===== src/rtl/pss_pkg.sv =====
package pss_pkg;

  typedef enum logic [1:0] {
    KIND_READ   = 2'd0,
    KIND_VERIFY = 2'd1,
    KIND_WRITE  = 2'd2,
    KIND_NONE   = 2'd3
  } cmdKind_t;

  typedef enum logic [2:0] {
    ST_IDLE,
    ST_RD_MEDIA,
    ST_RD_XFER,
    ST_WR_XFER,
    ST_WR_MEDIA,
    ST_VF_MEDIA
  } seqState_t;

  // strobes from control to datapath
  typedef struct packed {
    logic load;      // capture start values, clear word counter
    logic wordStep;  // one data-port word moved
    logic cntDec;    // one sector finished cleanly
    logic addrAdv;   // move to next sector address
  } dpStrobe_t;

endpackage


===== src/rtl/pss_dpath.sv =====
module pss_dpath
  import pss_pkg::*;
#(
  parameter int SEC_W            = 8,
  parameter int HEAD_W           = 4,
  parameter int CYL_W            = 16,
  parameter int WORDS_PER_SECTOR = 256
) (
  input  logic              clk,
  input  logic              rst_n,
  input  dpStrobe_t         stb,
  input  logic [SEC_W-1:0]  startSecCnt,
  input  logic [SEC_W-1:0]  startSector,
  input  logic [HEAD_W-1:0] startHead,
  input  logic [CYL_W-1:0]  startCyl,
  input  logic [SEC_W-1:0]  maxSector,
  input  logic [HEAD_W-1:0] maxHead,
  output logic [SEC_W-1:0]  secCntOut,
  output logic [SEC_W-1:0]  sectorOut,
  output logic [HEAD_W-1:0] headOut,
  output logic [CYL_W-1:0]  cylOut,
  output logic [$clog2(WORDS_PER_SECTOR)-1:0] wordAddr,
  output logic              wordLast,
  output logic              cntLast
);

  localparam int CNT_W  = SEC_W + 1;
  localparam int WORD_W = $clog2(WORDS_PER_SECTOR);
  localparam logic [CNT_W-1:0]  CNT_FULL = CNT_W'(1) << SEC_W;
  localparam logic [CNT_W-1:0]  CNT_ONE  = CNT_W'(1);
  localparam logic [WORD_W-1:0] WORD_MAX = WORD_W'(WORDS_PER_SECTOR - 1);
  localparam logic [SEC_W-1:0]  SEC_ONE  = SEC_W'(1);
  localparam logic [HEAD_W-1:0] HEAD_ONE = HEAD_W'(1);
  localparam logic [CYL_W-1:0]  CYL_ONE  = CYL_W'(1);

  logic [CNT_W-1:0]  remCnt;
  logic [WORD_W-1:0] wordCnt;
  logic [SEC_W-1:0]  sectorQ;
  logic [HEAD_W-1:0] headQ;
  logic [CYL_W-1:0]  cylQ;

  logic              secWrap;
  logic              headWrap;
  logic [SEC_W-1:0]  sectorNxt;
  logic [HEAD_W-1:0] headNxt;
  logic [CYL_W-1:0]  cylNxt;

  // next sector address: sector, then head, then cylinder
  always_comb begin
    secWrap   = (sectorQ >= maxSector);
    headWrap  = (headQ >= maxHead);
    sectorNxt = secWrap ? SEC_ONE : sectorQ + SEC_ONE;
    headNxt   = headQ;
    cylNxt    = cylQ;
    if (secWrap) begin
      headNxt = headWrap ? '0 : headQ + HEAD_ONE;
      if (headWrap) cylNxt = cylQ + CYL_ONE;
    end
  end

  always_ff @(posedge clk) begin
    if (!rst_n) begin
      remCnt  <= '0;
      sectorQ <= '0;
      headQ   <= '0;
      cylQ    <= '0;
    end else if (stb.load) begin
      remCnt  <= (startSecCnt == '0) ? CNT_FULL : {1'b0, startSecCnt};
      sectorQ <= startSector;
      headQ   <= startHead;
      cylQ    <= startCyl;
    end else begin
      if (stb.cntDec) remCnt <= remCnt - CNT_ONE;
      if (stb.addrAdv) begin
        sectorQ <= sectorNxt;
        headQ   <= headNxt;
        cylQ    <= cylNxt;
      end
    end
  end

  always_ff @(posedge clk) begin
    if (!rst_n) begin
      wordCnt <= '0;
    end else if (stb.load) begin
      wordCnt <= '0;
    end else if (stb.wordStep) begin
      wordCnt <= (wordCnt == WORD_MAX) ? '0 : wordCnt + WORD_W'(1);
    end
  end

  assign wordLast  = (wordCnt == WORD_MAX);
  assign cntLast   = (remCnt == CNT_ONE);
  assign secCntOut = remCnt[SEC_W-1:0];
  assign sectorOut = sectorQ;
  assign headOut   = headQ;
  assign cylOut    = cylQ;
  assign wordAddr  = wordCnt;

endmodule


===== src/rtl/pss_ctrl.sv =====
module pss_ctrl
  import pss_pkg::*;
(
  input  logic       clk,
  input  logic       rst_n,
  input  logic       cmdValid,
  input  logic [1:0] cmdKind,
  input  logic       portRd,
  input  logic       portWr,
  input  logic       statusRd,
  input  logic       mediaDone,
  input  logic       mediaErr,
  input  logic       wordLast,
  input  logic       cntLast,
  output dpStrobe_t  stb,
  output logic       busy,
  output logic       drq,
  output logic       intrq,
  output logic       errFlag,
  output logic       mediaReq
);

  seqState_t state, stateNxt;
  cmdKind_t  kind;
  logic      accept;
  logic      intSet;
  logic      errSet;

  assign kind   = cmdKind_t'(cmdKind);
  assign accept = cmdValid && (state == ST_IDLE) && (kind != KIND_NONE);

  always_comb begin
    stateNxt = state;
    stb      = '0;
    intSet   = 1'b0;
    errSet   = 1'b0;
    case (state)
      ST_IDLE: begin
        if (accept) begin
          stb.load = 1'b1;
          case (kind)
            KIND_READ:   stateNxt = ST_RD_MEDIA;
            KIND_VERIFY: stateNxt = ST_VF_MEDIA;
            KIND_WRITE:  stateNxt = ST_WR_XFER;
            default:     stateNxt = ST_IDLE;
          endcase
        end
      end
      ST_RD_MEDIA: begin
        if (mediaDone) begin
          stateNxt = ST_RD_XFER;
          intSet   = 1'b1;
          errSet   = mediaErr;
        end
      end
      ST_RD_XFER: begin
        if (portRd) begin
          stb.wordStep = 1'b1;
          if (wordLast) begin
            if (errFlag) begin
              stateNxt = ST_IDLE;          // stop at failing sector
            end else begin
              stb.cntDec = 1'b1;
              if (cntLast) begin
                stateNxt = ST_IDLE;
              end else begin
                stb.addrAdv = 1'b1;
                stateNxt    = ST_RD_MEDIA;
              end
            end
          end
        end
      end
      ST_WR_XFER: begin
        if (portWr) begin
          stb.wordStep = 1'b1;
          if (wordLast) stateNxt = ST_WR_MEDIA;
        end
      end
      ST_WR_MEDIA: begin
        if (mediaDone) begin
          intSet = 1'b1;
          if (mediaErr) begin
            errSet   = 1'b1;
            stateNxt = ST_IDLE;
          end else begin
            stb.cntDec = 1'b1;
            if (cntLast) begin
              stateNxt = ST_IDLE;
            end else begin
              stb.addrAdv = 1'b1;
              stateNxt    = ST_WR_XFER;
            end
          end
        end
      end
      ST_VF_MEDIA: begin
        if (mediaDone) begin
          if (mediaErr) begin
            errSet   = 1'b1;
            intSet   = 1'b1;
            stateNxt = ST_IDLE;
          end else begin
            stb.cntDec = 1'b1;
            if (cntLast) begin
              intSet   = 1'b1;
              stateNxt = ST_IDLE;
            end else begin
              stb.addrAdv = 1'b1;
            end
          end
        end
      end
      default: stateNxt = ST_IDLE;
    endcase
  end

  always_ff @(posedge clk) begin
    if (!rst_n) state <= ST_IDLE;
    else        state <= stateNxt;
  end

  // raise beats acknowledge when both land together
  always_ff @(posedge clk) begin
    if (!rst_n)                    intrq <= 1'b0;
    else if (intSet)               intrq <= 1'b1;
    else if (accept || statusRd)   intrq <= 1'b0;
  end

  always_ff @(posedge clk) begin
    if (!rst_n)      errFlag <= 1'b0;
    else if (accept) errFlag <= 1'b0;
    else if (errSet) errFlag <= 1'b1;
  end

  assign busy     = (state == ST_RD_MEDIA) || (state == ST_WR_MEDIA) ||
                    (state == ST_VF_MEDIA);
  assign drq      = (state == ST_RD_XFER) || (state == ST_WR_XFER);
  assign mediaReq = busy;

endmodule


===== src/rtl/pio_sector_seq.sv =====
module pio_sector_seq
  import pss_pkg::*;
#(
  parameter int SEC_W            = 8,
  parameter int HEAD_W           = 4,
  parameter int CYL_W            = 16,
  parameter int WORDS_PER_SECTOR = 256
) (
  input  logic              clk,
  input  logic              rst_n,
  input  logic              cmdValid,
  input  logic [1:0]        cmdKind,
  input  logic [SEC_W-1:0]  startSecCnt,
  input  logic [SEC_W-1:0]  startSector,
  input  logic [HEAD_W-1:0] startHead,
  input  logic [CYL_W-1:0]  startCyl,
  input  logic [SEC_W-1:0]  maxSector,
  input  logic [HEAD_W-1:0] maxHead,
  input  logic              portRd,
  input  logic              portWr,
  input  logic              statusRd,
  input  logic              mediaDone,
  input  logic              mediaErr,
  output logic              mediaReq,
  output logic              busy,
  output logic              drq,
  output logic              intrq,
  output logic              errFlag,
  output logic [SEC_W-1:0]  secCntOut,
  output logic [SEC_W-1:0]  sectorOut,
  output logic [HEAD_W-1:0] headOut,
  output logic [CYL_W-1:0]  cylOut,
  output logic [$clog2(WORDS_PER_SECTOR)-1:0] bufAddr
);

  dpStrobe_t stb;
  logic      wordLast;
  logic      cntLast;

  pss_ctrl u_ctrl (
    .clk       (clk),
    .rst_n     (rst_n),
    .cmdValid  (cmdValid),
    .cmdKind   (cmdKind),
    .portRd    (portRd),
    .portWr    (portWr),
    .statusRd  (statusRd),
    .mediaDone (mediaDone),
    .mediaErr  (mediaErr),
    .wordLast  (wordLast),
    .cntLast   (cntLast),
    .stb       (stb),
    .busy      (busy),
    .drq       (drq),
    .intrq     (intrq),
    .errFlag   (errFlag),
    .mediaReq  (mediaReq)
  );

  pss_dpath #(
    .SEC_W            (SEC_W),
    .HEAD_W           (HEAD_W),
    .CYL_W            (CYL_W),
    .WORDS_PER_SECTOR (WORDS_PER_SECTOR)
  ) u_dpath (
    .clk         (clk),
    .rst_n       (rst_n),
    .stb         (stb),
    .startSecCnt (startSecCnt),
    .startSector (startSector),
    .startHead   (startHead),
    .startCyl    (startCyl),
    .maxSector   (maxSector),
    .maxHead     (maxHead),
    .secCntOut   (secCntOut),
    .sectorOut   (sectorOut),
    .headOut     (headOut),
    .cylOut      (cylOut),
    .wordAddr    (bufAddr),
    .wordLast    (wordLast),
    .cntLast     (cntLast)
  );

endmodule


===== config.mk =====
export PLATFORM = sky130hd
export DESIGN_NAME = pio_sector_seq
export DESIGN_NICKNAME = d
export VERILOG_FILES = /design/src/rtl/pss_pkg.sv /design/src/rtl/pss_dpath.sv /design/src/rtl/pss_ctrl.sv /design/src/rtl/pio_sector_seq.sv
export SDC_FILE = /design/constraint.sdc
export NUM_CORES = 1
export LEC_CHECK = 0
export BUFFER_PORTS_ARGS = -buffer_cell sky130_fd_sc_hd__buf_2
export CAP_MARGIN = 20
export CORE_MARGIN = 10
export CORE_UTILIZATION = 53
export CTS_BUF_LIST = sky130_fd_sc_hd__clkbuf_8
export DETAILED_ROUTE_END_ITERATION = 10
export PLACE_DENSITY = 0.83
export RECOVER_POWER = 50
export SETUP_SLACK_MARGIN = 0.2
export SYNTH_ARGS = -nofsm -noshare
export SYNTH_HDL_FRONTEND = slang
export SYNTH_SLANG_ARGS = --single-unit

===== constraint.sdc =====
create_clock -name clk -period 3.3 [get_ports clk]
set_clock_uncertainty 0.15 [all_clocks]
set_input_delay 0.33 -clock clk [delete_from_list [all_inputs] [get_ports clk]]
set_output_delay 0.33 -clock clk [all_outputs]
set_load 0.02 [all_outputs]

After elaboration in Yosys (flattened, before gate mapping)
Cells that the tools add are included.
- register bits: 50
- input bits: 58
- output and inout port bits: 49
- word-level logic and storage cells: 109
- add/subtract/negate cells: 5
- order comparisons: 2
- equality and inequality tests: 19
- muxes and demuxes: 53
- bitwise operators: 1
- reduce and logical (&&, ||, !) cells: 21
- operator list (operator ; number):
    $mux 16 ; 4
    $mux 3 ; 13
    $mux 8 ; 4
    $mux 9 ; 3
    $pmux 3 s6 ; 1
    $add 16x1->16 const B ; 1
    $add 8x1->8 const B ; 2
    $mux 4 ; 4
    $mux 1 ; 14
    $ne 2x2->1 const B ; 6
    $mux 2 ; 5
    $reduce_bool 2->1 ; 5
    $eq 9x1->1 const B ; 1
    $pmux 3 s3 ; 1
    $reduce_and 9->1 ; 1
    $sub 9x1->9 const B ; 1
    $eq 8x8->1 const B ; 1
    $ge 8x8->1 ; 1
    $logic_not 8->1 ; 1
    $reduce_or 2->1 ; 4
    $eq 3x2->1 const B ; 2
    $eq 3x3->1 const B ; 2
    $ne 2x1->1 const B ; 3
    $pmux 1 s2 ; 3
    14 further kinds ; 18

Depth between registers and ports, before layout
- word-level depth: 8
- gate-level depth with buffers: 10
- depth with buffers taken out: 8

Hierarchy
From an unflattened synthesis, not the netlist that was laid out.
- cells, all modules: 432
- area total of the unflattened synthesis: 3449.6 um^2
- by module, submodules not included (module ; times used ; cells an instance ; area an instance (um^2) ; seq. area each (um^2)):
    pss_dpath ; 1 ; 374 ; 3010.4 ; 900.9
    pss_ctrl ; 1 ; 58 ; 439.2 ; 100.1

Worst setup path before layout
Ideal clock, no wire load.
- path kind: register -> register
- start: register u_dpath.sectorQ[5], in the netlist u_dpath.sectorOut[5]
- end: register u_dpath.cylQ[7], in the netlist u_dpath.cylOut[7]
- arrival: 2.159 ns
- path slack: 0.857 ns
- cell stages (with the launch flop): 8
- path buffers: 0
- path through: dfxtp_1 ha_1 a211oi_1 nand2_1 o21ai_0 a21oi_1 nand2b_1 o21ai_0
- longest elaborated chain between the ends: 3
- RTL lines (item ; line ; source):
    start: declaration ; pss_dpath.sv:38 ; logic [SEC_W-1:0] sectorQ;
    start signal: assignment ; pss_dpath.sv:69 ; sectorQ <= startSector;
    start signal: assignment ; pss_dpath.sv:75 ; sectorQ <= sectorNxt;
    $ge 8x8->1 ; pss_dpath.sv:50 ; secWrap = (sectorQ >= maxSector);
    $reduce_bool 2->1 (no line) ; - ;
    $reduce_and 3->1 (no line) ; - ;
    end signal: assignment ; pss_dpath.sv:71 ; cylQ <= startCyl;
    end signal: assignment ; pss_dpath.sv:77 ; cylQ <= cylNxt;
    end: declaration ; pss_dpath.sv:40 ; logic [CYL_W-1:0] cylQ;
Every way passes these cells.
A chain may end at the register's enable or synchronous reset.

Worst setup path after layout
- start: register u_dpath.sectorQ[5], in the netlist u_dpath.sectorOut[5]
- end: register u_dpath.sectorQ[5], in the netlist u_dpath.sectorOut[5]
- longest elaborated chain between the ends: 4
- elaborated cells on any way between the ends: 5
- classes of those cells: add/sub: 1; order compare: 1; mux: 3
- RTL lines (item ; line ; source):
    $add 8x1->8 or $ge 8x8->1 (tied branches) ; pss_dpath.sv:52, pss_dpath.sv:50 ;
    $mux 8 (*) ; pss_dpath.sv:52 ; sectorNxt = secWrap ? SEC_ONE : sectorQ + SEC_ONE;
    $mux 8 (*) ; pss_dpath.sv:74 ; if (stb.addrAdv) begin
    $mux 8 (*) ; pss_dpath.sv:67 ; end else if (stb.load) begin
Every way passes the cells marked *; elsewhere a longest branch is shown, timed or not. The select of a mux whose other input is x is not followed.

==> results.cfg <==
[run_status]
outcome = completed

[finish]
layout.nets = 599
design_area_um2 = 3950
area_delta_synth_final_pct = 17.0
fraction_of_layout_cells_with_a_size_suffix_above_1 = 0.168
finalCoreUtilization = 0.651
n_antenna_cell = 0

[power_and_ir_drop]
logic_gate_share_of_total_power = 0.474
worst_ir_drop_vdd_v = 0.000425
pwr-share-seq = 0.354
power.share.clock = 0.172
netSwitchingPower_uw = 1120
internal_power_uw = 1350
leakagePower_uw = 0.00155
power_switching_share = 0.453
pwr_density_cell_nw_per_um2 = 625

[critical_path]
r2r_slack_ns = 0.53
r2r-start = u_dpath.sectorOut[5]
timing.critical_path.to_type = flop
timing.rr.end = u_dpath.sectorOut[5]
critPathKind = flop to flop
critical_path.max_stage_delay_ns = 0.68
worst-endpoint-required_ns = 3.38
worstPathCellList = ha_1 -> a211oi_1 -> nand2_1 -> o21a_1 -> nor3_2 -> buf_4 -> a22oi_1 -> o22ai_1
cp.arrival_ns = 2.85
setup.worst_path.start_class = flop
worstPathMaxFanout = 14
worst-r2r-cell-count = 8
cpMaxStageDelayCell = sky130_fd_sc_hd__nor3_2

[sta]
tightest_slew_ns = 0.940
final_max_slew_viol_count = 0
hold_violations = 0
fin_setup_tns_ns = 0
grt_setup_unrepaired = false
timing.max_slew.rel_slack = 0.371
post_route_minimum_period_ns = 2.77
max_freq_mhz = 361
finalSetupViolations = 0
share_of_the_clock_period_used_by_the_worst_path = 0.839

[synthesis]
syn-cell-area_um2 = 3370
yosysMostFrequentCell = sky130_fd_sc_hd__dfxtp_1
synth_top_area_cell = sky130_fd_sc_hd__dfxtp_1
synth.cells.most_frequent = sky130_fd_sc_hd__dfxtp_1 (50), sky130_fd_sc_hd__nand2_1 (49), sky130_fd_sc_hd__nor2_1 (48)
post_synth_top_flop = sky130_fd_sc_hd__dfxtp_1
post_synthesis_async_set_or_reset_flop_share = 0
synth-seq-area-share = 0.297
yosys_warnings = 0
synth_cell_type_count = 65
synth-edff-count = 0
synth_cells = 431
yosys-top-cells-area = sky130_fd_sc_hd__dfxtp_1 (30%), sky130_fd_sc_hd__ha_1 (6.7%), sky130_fd_sc_hd__nand2_1 (5.5%), sky130_fd_sc_hd__nor2_1 (5.3%), sky130_fd_sc_hd__a21oi_1 (4.8%)
syn_nets = 507
synth_top_area_frac = 0.297
post_synth.cell_area_avg_um2 = 7.82
synth.ff_latch_count = 50

[place]
postPlaceCellArea_um2 = 3900
globalplace.congestion = 0.919
place.port_buffers = 106
place.detailed.hpwl_um = 7710

[clock_tree]
clk_root_buffer_cell = sky130_fd_sc_hd__clkbuf_8
cts_inserted_buffers = 5
cts_tree = built
worst_skew_pair.late_latency_ns = 0.30
cts_max_path_buffers = 2
clock-sinks = 50
clkTransAtPathRegs_ns = 0.09
holdBufCountCts = 0
postCtsSetupRepairBufs = 0
ctsResizeCount = 0
cts.htree.levels = 2

[drt]
detail-route-antenna-nets = 0
routed_wire_length_per_instance_um = 16.5
wirelength_um = 9900
avgViaCountPerCell = 5.94
drt_iter0_markers = 193
total_number_of_vias = 3558
remaining_drc_errors = 0
drt_first_pass_iters = 4

[grt]
first_global_vias = 3538
global_route.usage.total = 0.188
grt_first_pass_wirelength_um = 16100
largest_net_degree_at_the_start_of_global_routing = 24
antenna_found_initial = 0
globalRouteOverflowTotal = 0

[floorplanning]
die_area_um2 = 9950
core_area_um2 = 6060
count_of_standard_cell_rows = 28
die_y_um = 99.8
start_util = 0.556
pin_count = 107
die-width_um = 99.8

[worst_hold_path]
hold_path_end = u_dpath.headOut[0]
worstHoldPathType = primary input to flop
holdCritStartpoint = startHead[0]
worstHoldPathCells = 3

[flow_run]
maxCapViolations = 0
## registers in the layout (all words and copies together) (netlist names)
| name | flops |
|---|---|
| u_dpath.cylOut | 16 |
| u_dpath.remCnt | 9 |
| u_dpath.sectorOut | 8 |
| u_dpath.wordAddr | 8 |
| u_dpath.headOut | 4 |
| u_ctrl.state | 3 |
| u_ctrl.errFlag | 1 |
| u_ctrl.intrq | 1 |
## power groups by stage
stage / sequential [uW] / clock (uW) / combinational, uW
2_1_floorplan: 890 / 0 / 864
3_3_place_gp: 872 / 0 / 1150
3_5_place_dp: 884 / 0 / 1180
4_1_cts: 868 / 430 / 1190
5_1_grt: 892 / 452 / 1300
6_report: 873 / 425 / 1170
## layout make-up
cell class | instances | area [um2]
Multi-Input combinational cell | 332 | 2140
Fill cell | 574 | 2120
Sequential cell | 50 | 1000
Timing Repair Buffer | 113 | 520
Tap cell | 75 | 93.8
Inverter | 21 | 78.8
Clock buffer | 5 | 68.8
Clock inverter | 3 | 37.5
## layer usage
layer	GRT usage	part of all wire	vias up
met5	0	0	-
li1	-	-	1755
met1	0.222	0.43	1653
met3	0.0561	0.081	14
met4	0.0496	0.012	0
met2	0.320	0.48	136
## worst max-delay path by stage
stage                         startpoint                    to  slack, ns  cells past startpoint
floorplan           u_dpath.sectorOut[5]     u_dpath.cylOut[7]       0.86                      7
global placement            maxSector[5]  u_dpath.sectorOut[5]       0.63                     10
detailed placement          maxSector[5]  u_dpath.sectorOut[5]       0.58                     10
CTS                 u_dpath.sectorOut[5]  u_dpath.sectorOut[5]       0.59                      8
global route        u_dpath.sectorOut[5]  u_dpath.sectorOut[5]       0.27                      8
finish              u_dpath.sectorOut[5]  u_dpath.sectorOut[5]       0.53                      8
## cell usage in the layout, fill, tap and decap left out, types with 6 or more instances in the layout
cell,n
sky130_fd_sc_hd__a21oi_1,32
sky130_fd_sc_hd__nor3_1,12
sky130_fd_sc_hd__o21ai_0,20
sky130_fd_sc_hd__dfxtp_1,50
sky130_fd_sc_hd__nand2_1,49
sky130_fd_sc_hd__inv_1,23
sky130_fd_sc_hd__xor2_1,11
sky130_fd_sc_hd__nor4_1,6
sky130_fd_sc_hd__nor2_1,48
sky130_fd_sc_hd__nand3_1,15
sky130_fd_sc_hd__ha_1,18
sky130_fd_sc_hd__buf_2,59
sky130_fd_sc_hd__a32o_1,12
sky130_fd_sc_hd__nand4_1,6
sky130_fd_sc_hd__buf_4,6
sky130_fd_sc_hd__clkbuf_1,48
sky130_fd_sc_hd__nand2b_1,6
sky130_fd_sc_hd__mux2i_1,6
sky130_fd_sc_hd__a31oi_1,7
## per-stage QoR
stage / worst slack, ns / hold slack [ns] / cells / total power [uW]
2_1_floorplan: 0.857 / 0.318 / 431 / 1750
6_report: 0.530 / 0.148 / 599 / 2470
4_1_cts: 0.594 / 0.142 / 599 / 2490
3_3_place_gp: 0.629 / 0.345 / 591 / 2020
5_1_grt: 0.265 / 0.145 / 599 / 2640
3_5_place_dp: 0.578 / 0.355 / 591 / 2070
## cells by family (layout without fill, tap and decap cells)
logic type | after synthesis | count (layout) | synth area share
multiplexers | 6 | 6 | 0.0178
XOR/XNOR | 13 | 13 | 0.0338
buffers and inverters | 49 | 142 | 0.0702
AND/OR/NAND/NOR | 171 | 171 | 0.254
flip-flops | 50 | 50 | 0.297
adder cells (fa/ha/maj) | 18 | 18 | 0.0668
AO/OA/AOI/OAI | 124 | 124 | 0.261
## critical path, delay by kind of cell, from the launching register on
family	cells	cell delay (ns)
compound gates	4	0.74
fa+ha+maj	1	0.29
buf+inv	1	0.30
flops	1	0.45
simple gates	2	0.78
Power figures use the tool's default switching activity.
